`config.mk`:
```
export PLATFORM = sky130hd
export DESIGN_NAME = trap_return_unit
export DESIGN_NICKNAME = d
export VERILOG_FILES = /design/src/rtl/trapret_pkg.sv /design/src/rtl/trapret_check.sv /design/src/rtl/trapret_update.sv /design/src/rtl/trap_return_unit.sv
export SDC_FILE = /design/constraint.sdc
export NUM_CORES = 1
export LEC_CHECK = 0
export ABC_AREA = 1
export BUFFER_PORTS_ARGS = -buffer_cell sky130_fd_sc_hd__buf_2
export CAP_MARGIN = 10
export CORE_MARGIN = 4
export CORE_UTILIZATION = 41
export CTS_BUF_LIST = sky130_fd_sc_hd__clkbuf_4 sky130_fd_sc_hd__clkbuf_8
export DETAILED_ROUTE_END_ITERATION = 7
export HOLD_SLACK_MARGIN = 0.03
export PLACE_DENSITY = 0.8
export SYNTH_ARGS = -nofsm -noshare
export SYNTH_HDL_FRONTEND = slang
export SYNTH_SLANG_ARGS = --single-unit
```
`constraint.sdc`:
```
create_clock -name clk -period 1.3 [get_ports clk]
set_input_delay 0.13 -clock clk [delete_from_list [all_inputs] [get_ports clk]]
set_output_delay 0.13 -clock clk [all_outputs]
set_load 0.05 [all_outputs]
```
`src/rtl/trapret_pkg.sv`:
```
package trapret_pkg;

    localparam logic [1:0] PRIV_U = 2'd0;
    localparam logic [1:0] PRIV_S = 2'd1;
    localparam logic [1:0] PRIV_M = 2'd3;

    localparam int CAUSE_W = 5;
    localparam logic [CAUSE_W-1:0] CAUSE_MISALIGN = 5'd0;
    localparam logic [CAUSE_W-1:0] CAUSE_ACCESS   = 5'd1;
    localparam logic [CAUSE_W-1:0] CAUSE_ILLEGAL  = 5'd2;
    localparam logic [CAUSE_W-1:0] CAUSE_VIRT     = 5'd22;

    typedef struct packed {
        logic       sie;
        logic       spie;
        logic       spp;
        logic       mie;
        logic       mpie;
        logic [1:0] mpp;
        logic       mpv;
        logic       mprv;
        logic       spv;
    } status_t;

    typedef struct packed {
        logic               fault;
        logic [CAUSE_W-1:0] cause;
    } verdict_t;

    function automatic logic pc_misaligned(input logic [1:0] low, input logic has_c);
        return !has_c && (low != 2'b00);
    endfunction

endpackage

```
`src/rtl/trapret_check.sv`:
```
module trapret_check
    import trapret_pkg::*;
(
    input  logic       is_m,
    input  logic [1:0] priv,
    input  logic       virt,
    input  logic [1:0] pc_low,
    input  logic       has_c,
    input  logic       has_h,
    input  logic       tsr,
    input  logic       vtsr,
    input  logic [1:0] mpp,
    input  logic       pmp_empty,
    output verdict_t   verdict
);
    logic priv_bad;
    logic align_bad;
    logic tsr_bad;
    logic last_bad;
    logic [CAUSE_W-1:0] last_cause;

    always_comb begin
        priv_bad  = is_m ? (priv != PRIV_M) : (priv == PRIV_U);
        align_bad = pc_misaligned(pc_low, has_c);
        tsr_bad   = !is_m && tsr && (priv != PRIV_M);
        if (is_m) begin
            last_bad   = pmp_empty && (mpp != PRIV_M);
            last_cause = CAUSE_ACCESS;
        end else begin
            last_bad   = has_h && virt && vtsr;
            last_cause = CAUSE_VIRT;
        end
    end

    always_comb begin
        verdict = '0;
        if (priv_bad) begin
            verdict.fault = 1'b1;
            verdict.cause = CAUSE_ILLEGAL;
        end else if (align_bad) begin
            verdict.fault = 1'b1;
            verdict.cause = CAUSE_MISALIGN;
        end else if (tsr_bad) begin
            verdict.fault = 1'b1;
            verdict.cause = CAUSE_ILLEGAL;
        end else if (last_bad) begin
            verdict.fault = 1'b1;
            verdict.cause = last_cause;
        end
    end
endmodule

```
`src/rtl/trapret_update.sv`:
```
module trapret_update
    import trapret_pkg::*;
(
    input  logic       is_m,
    input  logic       virt,
    input  status_t    st_in,
    input  logic       has_h,
    input  logic       v112,
    output status_t    st_out,
    output logic [1:0] new_priv,
    output logic       new_virt,
    output logic       swap
);
    always_comb begin
        st_out   = st_in;
        new_virt = virt;
        swap     = 1'b0;
        if (is_m) begin
            new_priv    = st_in.mpp;
            st_out.mie  = st_in.mpie;
            st_out.mpie = 1'b1;
            st_out.mpp  = PRIV_U;
            st_out.mpv  = 1'b0;
            if (v112 && (st_in.mpp != PRIV_M))
                st_out.mprv = 1'b0;
            if (has_h) begin
                new_virt = st_in.mpv;
                swap     = st_in.mpv;
            end
        end else begin
            new_priv    = st_in.spp ? PRIV_S : PRIV_U;
            st_out.sie  = st_in.spie;
            st_out.spie = 1'b1;
            st_out.spp  = 1'b0;
            if (v112)
                st_out.mprv = 1'b0;
            if (has_h && !virt) begin
                new_virt   = st_in.spv;
                st_out.spv = 1'b0;
                swap       = st_in.spv;
            end
        end
    end
endmodule

```
`src/rtl/trap_return_unit.sv`:
```
module trap_return_unit
    import trapret_pkg::*;
#(
    parameter int XLEN      = 32,
    parameter int PMP_CNT_W = 5
) (
    input  logic                 clk,
    input  logic                 rst,
    input  logic                 ret_req,
    input  logic                 ret_is_m,
    input  logic [1:0]           cur_priv,
    input  logic                 cur_virt,
    input  logic                 st_sie,
    input  logic                 st_spie,
    input  logic                 st_spp,
    input  logic                 st_mie,
    input  logic                 st_mpie,
    input  logic [1:0]           st_mpp,
    input  logic                 st_mpv,
    input  logic                 st_mprv,
    input  logic                 st_tsr,
    input  logic                 hs_spv,
    input  logic                 hs_vtsr,
    input  logic [XLEN-1:0]      sepc,
    input  logic [XLEN-1:0]      mepc,
    input  logic                 cfg_c,
    input  logic                 cfg_h,
    input  logic                 cfg_pmp,
    input  logic [PMP_CNT_W-1:0] pmp_rules,
    input  logic                 cfg_v112,
    output logic                 ret_done,
    output logic                 ret_exc,
    output logic [4:0]           exc_cause,
    output logic [XLEN-1:0]      tgt_pc,
    output logic                 nx_sie,
    output logic                 nx_spie,
    output logic                 nx_spp,
    output logic                 nx_mie,
    output logic                 nx_mpie,
    output logic [1:0]           nx_mpp,
    output logic                 nx_mpv,
    output logic                 nx_mprv,
    output logic                 nx_hs_spv,
    output logic [1:0]           nx_priv,
    output logic                 nx_virt,
    output logic                 swap_req
);
    status_t         st_cur;
    status_t         st_upd;
    verdict_t        verdict;
    logic [XLEN-1:0] ret_pc;
    logic [1:0]      upd_priv;
    logic            upd_virt;
    logic            upd_swap;
    logic            pmp_empty;

    status_t            st_q;
    logic               done_q;
    logic               exc_q;
    logic [CAUSE_W-1:0] cause_q;
    logic [XLEN-1:0]    pc_q;
    logic [1:0]         priv_q;
    logic               virt_q;
    logic               swap_q;

    always_comb begin
        st_cur      = '0;
        st_cur.sie  = st_sie;
        st_cur.spie = st_spie;
        st_cur.spp  = st_spp;
        st_cur.mie  = st_mie;
        st_cur.mpie = st_mpie;
        st_cur.mpp  = st_mpp;
        st_cur.mpv  = st_mpv;
        st_cur.mprv = st_mprv;
        st_cur.spv  = hs_spv;
        ret_pc      = ret_is_m ? mepc : sepc;
        pmp_empty   = cfg_pmp && (pmp_rules == '0);
    end

    trapret_check u_check (
        .is_m      (ret_is_m),
        .priv      (cur_priv),
        .virt      (cur_virt),
        .pc_low    (ret_pc[1:0]),
        .has_c     (cfg_c),
        .has_h     (cfg_h),
        .tsr       (st_tsr),
        .vtsr      (hs_vtsr),
        .mpp       (st_mpp),
        .pmp_empty (pmp_empty),
        .verdict   (verdict)
    );

    trapret_update u_update (
        .is_m     (ret_is_m),
        .virt     (cur_virt),
        .st_in    (st_cur),
        .has_h    (cfg_h),
        .v112     (cfg_v112),
        .st_out   (st_upd),
        .new_priv (upd_priv),
        .new_virt (upd_virt),
        .swap     (upd_swap)
    );

    always_ff @(posedge clk) begin
        if (rst) begin
            done_q  <= 1'b0;
            exc_q   <= 1'b0;
            cause_q <= '0;
            pc_q    <= '0;
            st_q    <= '0;
            priv_q  <= PRIV_M;
            virt_q  <= 1'b0;
            swap_q  <= 1'b0;
        end else begin
            done_q <= ret_req;
            swap_q <= 1'b0;
            if (ret_req) begin
                exc_q   <= verdict.fault;
                cause_q <= verdict.cause;
                if (verdict.fault) begin
                    pc_q   <= '0;
                    st_q   <= st_cur;
                    priv_q <= cur_priv;
                    virt_q <= cur_virt;
                end else begin
                    pc_q   <= ret_pc;
                    st_q   <= st_upd;
                    priv_q <= upd_priv;
                    virt_q <= upd_virt;
                    swap_q <= upd_swap;
                end
            end
        end
    end

    assign ret_done  = done_q;
    assign ret_exc   = exc_q;
    assign exc_cause = cause_q;
    assign tgt_pc    = pc_q;
    assign nx_sie    = st_q.sie;
    assign nx_spie   = st_q.spie;
    assign nx_spp    = st_q.spp;
    assign nx_mie    = st_q.mie;
    assign nx_mpie   = st_q.mpie;
    assign nx_mpp    = st_q.mpp;
    assign nx_mpv    = st_q.mpv;
    assign nx_mprv   = st_q.mprv;
    assign nx_hs_spv = st_q.spv;
    assign nx_priv   = priv_q;
    assign nx_virt   = virt_q;
    assign swap_req  = swap_q;
endmodule

```
## Yosys cells after proc, flatten, opt, wreduce, memory -nomap -nowiden

Cells that the tools add are included.

- Magnitude comparators: 0
- Equality and inequality tests: 2
- Mux-type cells: 27
- Div/mod/pow operators: 0
- Bitwise gates (word level): 1
- Shift-type cells: 0
- $mul: 0
- Add/subtract/negate cells: 0
- Reductions and logical operators: 16

Operators with widths:

| operator | number |
|---|---|
| 32-bit 2-to-1 mux | 2 |
| 6-bit 2-to-1 mux | 4 |
| 1-bit 2-to-1 mux | 15 |
| 10-bit 2-to-1 mux | 1 |
| 5-bit 2-to-1 mux | 2 |
| 1-bit logical AND | 9 |
| 5-bit zero test | 1 |
| 2-bit 2-to-1 mux | 2 |
| 2-bit != test (second input constant) | 2 |
| 1-bit zero test | 3 |
| 3-bit 2-to-1 mux | 1 |
| 3-bit OR reduction | 1 |
| 2-bit zero test | 1 |
| 2-bit nonzero test | 1 |
| 1-bit inverter | 1 |

- Bits in latches: 0
- Bits in read-only memories: 0
- Memories kept: 0
- Input port bits: 92
- Bits in registers: 53
- RAM bits: 0

## Longest topological paths before layout

Gate-level depths: netlist (run 1).

- Depth after elaboration: 9
- Mapped depth: 10
- Depth with buffers taken out: 10

## By module

A second synthesis (run 1) with hierarchy kept.

- Cells, all modules: 467
- Area total of the unflattened synthesis: 2859.0 sq um

Modules (own cells, without submodules):

| module | cells an instance | sequential area each (sq um) | area each (sq um) | times used |
|---|---|---|---|---|
| trap_return_unit | 403 | 1061.0 | 2546.2 | 1 |
| trapret_update | 32 | 0.0 | 162.7 | 1 |
| trapret_check | 32 | 0.0 | 150.1 | 1 |

## Least setup slack after synthesis (run 1)

No wires, ideal clock.

- Kind: input to register
- Start point: in ret_is_m
- End point: reg pc_q[21], in the netlist tgt_pc[21]
- Setup time: 0.070 ns
- Data arrival time: 1.143 ns
- Cell stages on the path: 10
- Required time: 1.230 ns
- Path slack: 0.087 ns
- Path buffers: 1
- Path through: inv_2 -> nand2_1 -> nand2_1 -> nand2_1 -> nand2_1 -> nand3_4 -> nor2_8 -> buf_6 -> nand2_1 -> a21oi_1

- Cells in the longest elaborated chain, start to end: 7
- Elaborated cells between the ends (all ways): 13
- Classes of those cells: mux: 8; reduce/logical: 5

Ends and longest elaborated chain:

| what | line | RTL |
|---|---|---|
| start, declared | trap_return_unit.sv:10 | `input logic ret_is_m,` |
| 1-bit zero test | trapret_check.sv:25 | `tsr_bad = !is_m && tsr && (priv != PRIV_M);` |
| 1-bit logical AND (2 in series) | trapret_check.sv:25 |  |
| 6-bit 2-to-1 mux | trapret_check.sv:43 | `end else if (tsr_bad) begin` |
| 6-bit 2-to-1 mux | trapret_check.sv:40 | `end else if (align_bad) begin` |
| 6-bit 2-to-1 mux | trapret_check.sv:37 | `if (priv_bad) begin` |
| 32-bit 2-to-1 mux * | trap_return_unit.sv:123 | `if (verdict.fault) begin` |
| end signal, assigned | trap_return_unit.sv:129 | `pc_q <= ret_pc;` |
| end, declared | trap_return_unit.sv:61 | `logic [XLEN-1:0] pc_q;` |

Mark *: on every way between the ends. The rest lies on a longest branch, timed or not.
A chain may end at the register's enable or synchronous reset.

## Worst setup path in the final report (run 1)

- Start point: in ret_is_m
- End point: reg pc_q[25], in the netlist tgt_pc[25]

The elaborated chain is that of the path after synthesis.

==> results of run 1 <==
power groups by stage:
stage,sequential (mW),combinational [mW],clock (mW)
4_1_cts,1.66,0.919,1.11
5_1_grt,1.67,1.00,1.17
3_5_place_dp,1.69,0.914,0
6_report,1.66,0.917,1.07
3_3_place_gp,1.69,0.901,0
2_1_floorplan,1.92,0.346,0
metal layers:
metal	global-route usage, %	vias to the layer above
li1	-	1556
met1	23.3	1310
met2	34.6	125
met3	5.70	8
met4	4.96	0
met5	0	-
sequential cells by signal, indices dropped and copies added, names as in the netlist:
name       cells
swap_req       1
tgt_pc        32
nx_mpv         1
nx_mprv        1
ret_done       1
nx_spie        1
nx_priv        2
nx_mie         1
nx_sie         1
nx_hs_spv      1
nx_spp         1
exc_cause      3
nx_virt        1
nx_mpp         2
ret_exc        1
nx_mpie        1
per-stage QoR:
stage          utilization, %  total power [mW]  TNS (ns)
2_1_floorplan               -              2.26         0
3_3_place_gp             57.9              2.59     -2.19
3_5_place_dp             57.9              2.61     -5.33
4_1_cts                  59.7              3.69         0
5_1_grt                  59.7              3.84         0
6_report                 59.7              3.64         0
cells in the mapped netlist (3+ instances only):
cell type and count:
o21ai_0 8, buf_1 3, buf_4 3, a21oi_1 46, nand3_1 10, dfxtp_1 51
nand2_1 212, nor2_1 9, buf_6 3, inv_1 18, clkbuf_1 15, nand4_1 6
critical path, delay by kind of cell:
kind | cells | cell delay [ns]
buffers and inverters | 3 | 0.41
and+or+nand+nor | 6 | 0.71
AOI/OAI and AO/OA | 1 | 0.13
worst paths after layout:
path                end  startpoint  slack, ns
max          tgt_pc[25]    ret_is_m       0.12
min           nx_mpp[1]         rst       0.09
max reg2reg  nx_priv[0]  nx_priv[0]       0.62
min reg2reg   tgt_pc[6]   tgt_pc[6]       0.46
area by class of cell:
type	count	area share (%)
Multi-Input combinational cell	304	36.8
Tap cell	75	2.64
Sequential cell	51	28.7
Inverter	20	2.11
Timing Repair Buffer	171	26.8
Clock buffer	6	2.15
Clock inverter	1	0.845
cell families (layout without fill, tap and decap cells):
group / Yosys count / count (layout) / share of synthesized area, %
simple gates: 243 / 243 / 39.1
compound gates: 60 / 60 / 12.4
flops: 51 / 51 / 40.3
buf+inv: 45 / 198 / 8.06
other cells: 1 / 1 / 0.148
==> reports/qor.txt, run 1 <==
PwrDens: 1030 nW/µm²
post-place setup slack: -0.183 ns
WL/cell: 12.1 µm
Worst-Skew Late Latency: 0.29 ns
CP required: 1.52 ns
maximum clock path buffer count: 2
number of port buffers: 143
diode count: 0
CTS resizes: 0
asr flop ratio synth: 0%
Tmin final: 1.18 ns
DRT met1 WL: 3160 µm
Sequential Power Share: 45.5%
Tcrit/Tclk final: 90.7%
crit path kind: in -> reg
Post-Syn Area: 2530 µm²
Critical Path End Type: flop
hold_buf cts: 0
vias after detailed routing: 2999
metal3 WL: 722 µm
static leakage: 1.95 nW
Setup-failing EPs final: 0
hold path cells: 2
Net count, final: 645
Register Area: 1020 µm²
largest net degree at the start of global routing: 29
area of the multi-input gates: 1310 µm²
final wirelength: 7610 µm
Hold WS: 0.0928 ns
largest area contributor in the netlist: dfxtp_1
outcome: finished clean
drc violations: 0
width of the chip: 86.6 µm
worst-path cell chain: buf_2 > inv_2 > nand3_1 > nand2_1 > nor2_4 > nand3_4 > nor2_8 > buf_12 > nand2_1 > a21oi_1
Rows: 28
highest-count cells in the layout ignoring fill and taps: 212 x nand2_1, 143 x buf_2, 51 x dfxtp_1
Worst path most repeated cell: nand2_1
layout cells sized above 1: 33.5%
total global routing overflow: 0
Synth Warn #: 0
sw frac: 30.6%
VDD IR max: 0.494 mV
post-CTS setup buffer count: 0
post-synth top area share: 40.3%
Die H: 86.6 µm
non-filler cells, final: 628
Cells after Synth: 400
Max Transition Viols Final: 0
RSZ-0062 raised after global routing: false
Core Box Area: 5960 µm²
commonest non-fill, non-tap cell in the layout: nand2_1
vias per std cell: 4.78
P&R area growth vs syn: 40.4%
1st-iter DRT viols: 117
top cells by area, synth: dfxtp_1 40%, nand2_1 31%, a21oi_1 9.1%
Avg Cell Area, Syn: 6.33 µm²
CTS clk-pin slew, worst paths: 0.08 ns
Top Metal Used: met4
Clk pwr share: 29.4%
hold violation count in the final report: 0
CTS buffer count: 5
count of cell types in the netlist: 25
Mapped Nets: 492
H-tree Lvls: 2
Ports: 145
GRT Total Usage: 19.6%
initial antenna violation count: 0
Worst Skew: 0 ns
HPWL Detailed: 6020 µm
full die area: 7490 µm²
Worst Reg2Reg Path Length in Cells: 2
Final Instance Area: 3550 µm²
Crit-path slowest cell: buf_2
Placed Area: 3450 µm²
Comb power frac: 25.2%
placed cells: 621
CP max stage delay: 0.17 ns
Primary FF master, synth: dfxtp_1
vias in the first global route: 2671
number of flops mapped to enable cells by yosys: 0
#FFs+latches synth: 51
TritonCTS clock tree: done
Antenna Nets Post-Route: 0
global-route wire length before repair: 11900 µm
routed wl met2: 3630 µm
worst-path fanout max: 24
Initial DRT Pass Iterations: 4
CTS root buf: clkbuf_8
global placement routability congestion: 0.838
Hold Crit Class: in -> reg
register area share after synthesis: 40.3%
net switching power: 1.11 mW
clk sinks: 51
fillers: 586
Initial Utilization: 42.5%
fmax: 849 MHz
WP data arrival: 1.40 ns
Max-Cap Viols: 0
Pint: 2.53 mW
post-layout worst setup margin: 0.121 ns
CP Launch Type: input pin
Power figures use the tool's default switching activity.
==> run 2, diff against run 1 <==
Settings changed: PLACE_DENSITY 0.8 to 0.85.
==> run 2 against run 1 <==
  * Design area shrank 0.81%
  * Wire length shrank 1.3%
  * Non-clock buffer count shrank 3
  * Die area is the same
==> reports/qor.txt, run 2 (same netlist as run 1, synthesis figures left out) <==
CTS root buf: clkbuf_8
highest-count cells in the layout ignoring fill and taps: 212 x nand2_1, 143 x buf_2, 51 x dfxtp_1
CTS buffer count: 5
Die H: 86.6 µm
Sequential Power Share: 47.5%
fmax: 885 MHz
Ports: 145
H-tree Lvls: 2
worst-path cell chain: buf_2 > inv_2 > nand2_1 > nand2_1 > nand2_1 > nand2_1 > nand3_4 > buf_12 > inv_2 > nand2_2 > nand2_1 > a21oi_1
CP Launch Type: input pin
Max Transition Viols Final: 0
Hold Crit Class: in -> reg
P&R area growth vs syn: 39.2%
VDD IR max: 0.704 mV
vias per std cell: 4.77
post-place setup slack: -0.149 ns
Net count, final: 642
Clk pwr share: 26.3%
Pint: 2.33 mW
post-layout power: 3.49 mW
Worst path most repeated cell: nand2_1
CTS resizes: 0
maximum clock path buffer count: 2
Initial Utilization: 42.5%
Rows: 28
Core Box Area: 5960 µm²
Initial DRT Pass Iterations: 4
Critical Path End Type: flop
WL/cell: 12.0 µm
fillers: 612
1st-iter DRT viols: 102
layout cells sized above 1: 33.2%
Comb power frac: 26.2%
crit path kind: in -> reg
final wirelength: 7510 µm
number of port buffers: 143
sw frac: 33.3%
hold violation count in the final report: 0
initial antenna violation count: 0
width of the chip: 86.6 µm
Worst-Skew Late Latency: 0.30 ns
CP max stage delay: 0.16 ns
global-route wire length before repair: 11700 µm
static leakage: 1.93 nW
Final Util: 59.2%
vias in the first global route: 2695
vias after detailed routing: 2985
global placement routability congestion: 0.843
Setup-failing EPs final: 0
post-CTS setup buffer count: 0
Crit-path slowest cell: buf_12
Tcrit/Tclk final: 86.9%
drc violations: 0
Tmin final: 1.13 ns
WP data arrival: 1.32 ns
hold_buf cts: 0
CTS clk-pin slew, worst paths: 0.09 ns
diode count: 0
Max-Cap Viols: 0
Worst Skew: 0 ns
HPWL Detailed: 6120 µm
post-layout worst setup margin: 0.171 ns
PwrDens: 990 nW/µm²
net switching power: 1.16 mW
worst-path fanout max: 8
full die area: 7490 µm²
Largest register FFs: 32
commonest non-fill, non-tap cell in the layout: nand2_1
total global routing overflow: 0
Hold WS: 0.0852 ns
Antenna Nets Post-Route: 0
GRT Total Usage: 19.2%
clk sinks: 51
outcome: finished clean
RSZ-0062 raised after global routing: false
TritonCTS clock tree: done
CP required: 1.49 ns
largest net degree at the start of global routing: 26
[run 2: changes by cell type in the layout (fill, tap and decap cells not counted), sizes merged]
cell    before  now
buf        171  168
clkinv       0    2
bufinv       1    0
clkbuf       6    5
inv         20   21
[run 2: final timing paths]
kind	from	end	slack, ns	cells past startpoint
worst max-delay path	ret_is_m	nx_mpv	0.17	12
worst max register to register	nx_priv[0]	nx_priv[0]	0.53	2
worst min-delay path	st_mprv	nx_mprv	0.09	3
worst min register to register	tgt_pc[18]	tgt_pc[18]	0.46	2
[run 2: final cells by class]
cell class	count	area [µm²]	area share, %
Clock buffer	5	68.8	1.95
Clock inverter	3	18.8	0.532
Inverter	20	75.1	2.13
Multi-Input combinational cell	304	1310	37.1
Sequential cell	51	1020	29.0
Tap cell	75	93.8	2.66
Timing Repair Buffer	168	941	26.7
[run 2: worst max-delay path, delay by kind of cell]
family,cells,cell delay [ns]
AOI/OAI and AO/OA,1,0.06
buffers and inverters,4,0.52
and+or+nand+nor,7,0.62
[run 2: layer usage]
metal  wire (µm)  vias up  part of all wire [%]  track usage (%)
met5           0        -                     0                0
met4         116        0                   1.5             5.10
met3         669       14                   8.9             5.13
met2        3700      104                    49             34.0
met1        3020     1319                    40             22.8
li1            -     1548                     -                -
[run 2: through the flow]
| step | instances | area, µm² | TNS (ns) |
|---|---|---|---|
| after floorplan | 400 | 2530 | 0 |
| after global placement | 618 | 3440 | -0.880 |
| after detailed placement | 618 | 3440 | -5.00 |
| final | 626 | 3520 | 0 |
| after global routing | 626 | 3520 | 0 |
| after CTS | 626 | 3520 | 0 |
[run 2: power groups by stage]
stage | registers [mW] | logic (mW) | clock network (mW)
floorplan | 1.92 | 0.346 | 0
global placement | 1.69 | 0.901 | 0
detailed placement | 1.69 | 0.916 | 0
CTS | 1.66 | 0.918 | 0.942
global route | 1.67 | 0.999 | 1.01
finish | 1.66 | 0.913 | 0.918
==> run 3, diff against run 2 <==
Settings changed: ABC_AREA 1 to unset.
==> run 3 against run 2 <==
  * Sequential share of layout area fell by 0.53 points
  * Sequential power barely moved
  * Clock skew did not move
  * First-iteration DRC count fell by 16%
  * Register-to-register slack got worse by 0.16 ns
  * Synthesized cell count fell by 34%
  * Highest routed layer unchanged
==> reports/qor.txt, run 3 <==
CP required: 1.52 ns
Net count, final: 504
post-CTS setup buffer count: 0
Final Instance Area: 3590 µm²
vias per std cell: 5.14
largest net degree at the start of global routing: 33
layout cells sized above 1: 59.1%
Synth Warn #: 0
fillers: 543
CTS root buf: clkbuf_8
Critical Path End Type: flop
Cells after Synth: 265
reg2reg start: nx_priv[0]
GR Util met1: 21.1%
global placement routability congestion: 0.831
Antenna Nets Post-Route: 0
full die area: 7560 µm²
CP max stage delay: 0.25 ns
GR peak layer: met2
maximum clock path buffer count: 2
flop-to-flop setup slack: 0.37 ns
Crit-path slowest cell: o31ai_4
Worst-Skew Late Latency: 0.28 ns
GRT Total Usage: 18.1%
CTS buffer count: 5
VDD IR max: 0.501 mV
Die H: 86.9 µm
#FFs+latches synth: 51
total global routing overflow: 0
post-synth top area share: 40.0%
Initial Utilization: 42.6%
clk sinks: 51
Ports: 145
CTS clk-pin slew, worst paths: 0.08 ns
TritonCTS clock tree: done
vias in the first global route: 2423
Hold Crit Class: in -> reg
HPWL Detailed: 5630 µm
register area share after synthesis: 40.0%
top cells by area, synth: dfxtp_1 40%, mux2_2 14%, a22oi_2 9.8%
post-place setup slack: -0.336 ns
Worst Reg2Reg Path Length in Cells: 4
static leakage: 1.65 nW
Tmin final: 1.21 ns
RSZ-0062 raised after global routing: false
Mapped Nets: 357
H-tree Lvls: 2
fmax: 826 MHz
largest area contributor in the netlist: dfxtp_1
Max Transition Viols Final: 0
1st-iter DRT viols: 86
met3 Use GR: 4.16%
Avg Cell Area, Syn: 9.64 µm²
Largest register FFs: 32
diode count: 0
number of port buffers: 143
Setup-failing EPs final: 0
hold_sp: st_mpie
post-layout power: 3.58 mW
worst-path fanout max: 9
FF-to-FF End: nx_priv[0]
drc violations: 0
hold path cells: 3
P&R area growth vs syn: 40.5%
asr flop ratio synth: 0%
width of the chip: 86.9 µm
Tcrit/Tclk final: 93.1%
Post-Syn Area: 2550 µm²
WP data arrival: 1.43 ns
Placed Area: 3440 µm²
outcome: finished clean
WL/cell: 14.3 µm
vias after detailed routing: 2506
crit path kind: in -> reg
worst-path cell chain: clkbuf_4 > buf_4 > o31ai_4 > buf_4 > nand3_1 > o21ai_0 > o2bb2ai_1
Hold WS: 0.102 ns
met2 usage: 32.6%
Core Box Area: 5990 µm²
post-layout worst setup margin: 0.0894 ns
CP Launch Type: input pin
count of cell types in the netlist: 43
Initial DRT Pass Iterations: 4
Final TNS setup: 0 ns
Max-Cap Viols: 0
final wirelength: 6980 µm
PwrDens: 996 nW/µm²
Worst path most repeated cell: buf_4
Setup crit start: ret_is_m
initial antenna violation count: 0
commonest non-fill, non-tap cell in the layout: buf_2
Primary FF master, synth: dfxtp_1
hold violation count in the final report: 0
Rows: 28
Worst Hold Endpoint: nx_mpie
highest-count cells in the layout ignoring fill and taps: 142 x buf_2, 53 x nor2_1, 51 x dfxtp_1
number of flops mapped to enable cells by yosys: 0
Worst Skew: 0 ns
cell with the most instances after synthesis: nor2_1
commonest cells in the netlist: 53 x nor2_1, 51 x dfxtp_1, 32 x mux2_2, 20 x a22oi_2, 13 x nand2_1
global-route wire length before repair: 10900 µm
==> run 3: worst max path at each step <==
stage	endpoint	slack (ns)	cells after the start
floorplan	tgt_pc[22]	-0.03	7
global placement	exc_cause[1]	-0.29	7
detailed placement	exc_cause[1]	-0.34	7
CTS	tgt_pc[29]	0.03	7
global route	tgt_pc[29]	0.005	7
finish	nx_virt	0.09	7
==> run 3: layer usage <==
metal  share of wire [%]  routed length (µm)  up-vias
met3                 8.5                 594       12
met5                   0                   0        -
met1                  39                2710     1144
li1                    -                   -     1240
met4                 1.8                 123        0
met2                  51                3560      110
==> run 3: report_power, final <==
group | internal [mW] | switching, mW | total, mW
Clock | 0.485 | 0.494 | 0.979
Combinational | 0.372 | 0.563 | 0.935
Sequential | 1.63 | 0.0347 | 1.66
==> run 3: area by class of cell <==
type / instances / area [µm²] / share of cell area (%)
Timing Repair Buffer: 165 / 911 / 25.4
Tap cell: 75 / 93.8 / 2.61
Sequential cell: 51 / 1020 / 28.4
Inverter: 4 / 15.0 / 0.418
Clock inverter: 1 / 7.51 / 0.209
Clock buffer: 7 / 96.3 / 2.68
Multi-Input combinational cell: 185 / 1450 / 40.3
==> run 3: logic make-up (layout without fill, tap and decap cells) <==
kind of cell	after synthesis	count (layout)	share of synthesized area [%]
AOI/OAI and AO/OA	60	60	21.5
other	1	1	0.147
muxes	34	34	14.9
DFF	51	51	40.0
buffers and inverters	29	177	6.95
and+or+nand+nor	90	90	16.5
==> run 3: stage by stage <==
step           std cells  utilization [%]
2_1_floorplan        265                -
5_1_grt              488             59.9
4_1_cts              488             59.4
3_5_place_dp         479             57.5
3_3_place_gp         479             57.5
6_report             488             59.9
==> run 3: critical path, delay by kind of cell <==
family / cells / cell delay, ns
buf+inv: 3 / 0.50
compound gates: 3 / 0.63
simple gates: 1 / 0.17
==> run 3: timing repair <==
| action | 4_1_cts | 5_1_grt |
|---|---|---|
| hold buffers | 1 | 0 |
| setup endpoints to repair | 1 | 14 |
| endpoints found under the hold margin | 1 | 0 |
| resized for setup | 1 | 7 |
| pin swaps | 0 | 0 |
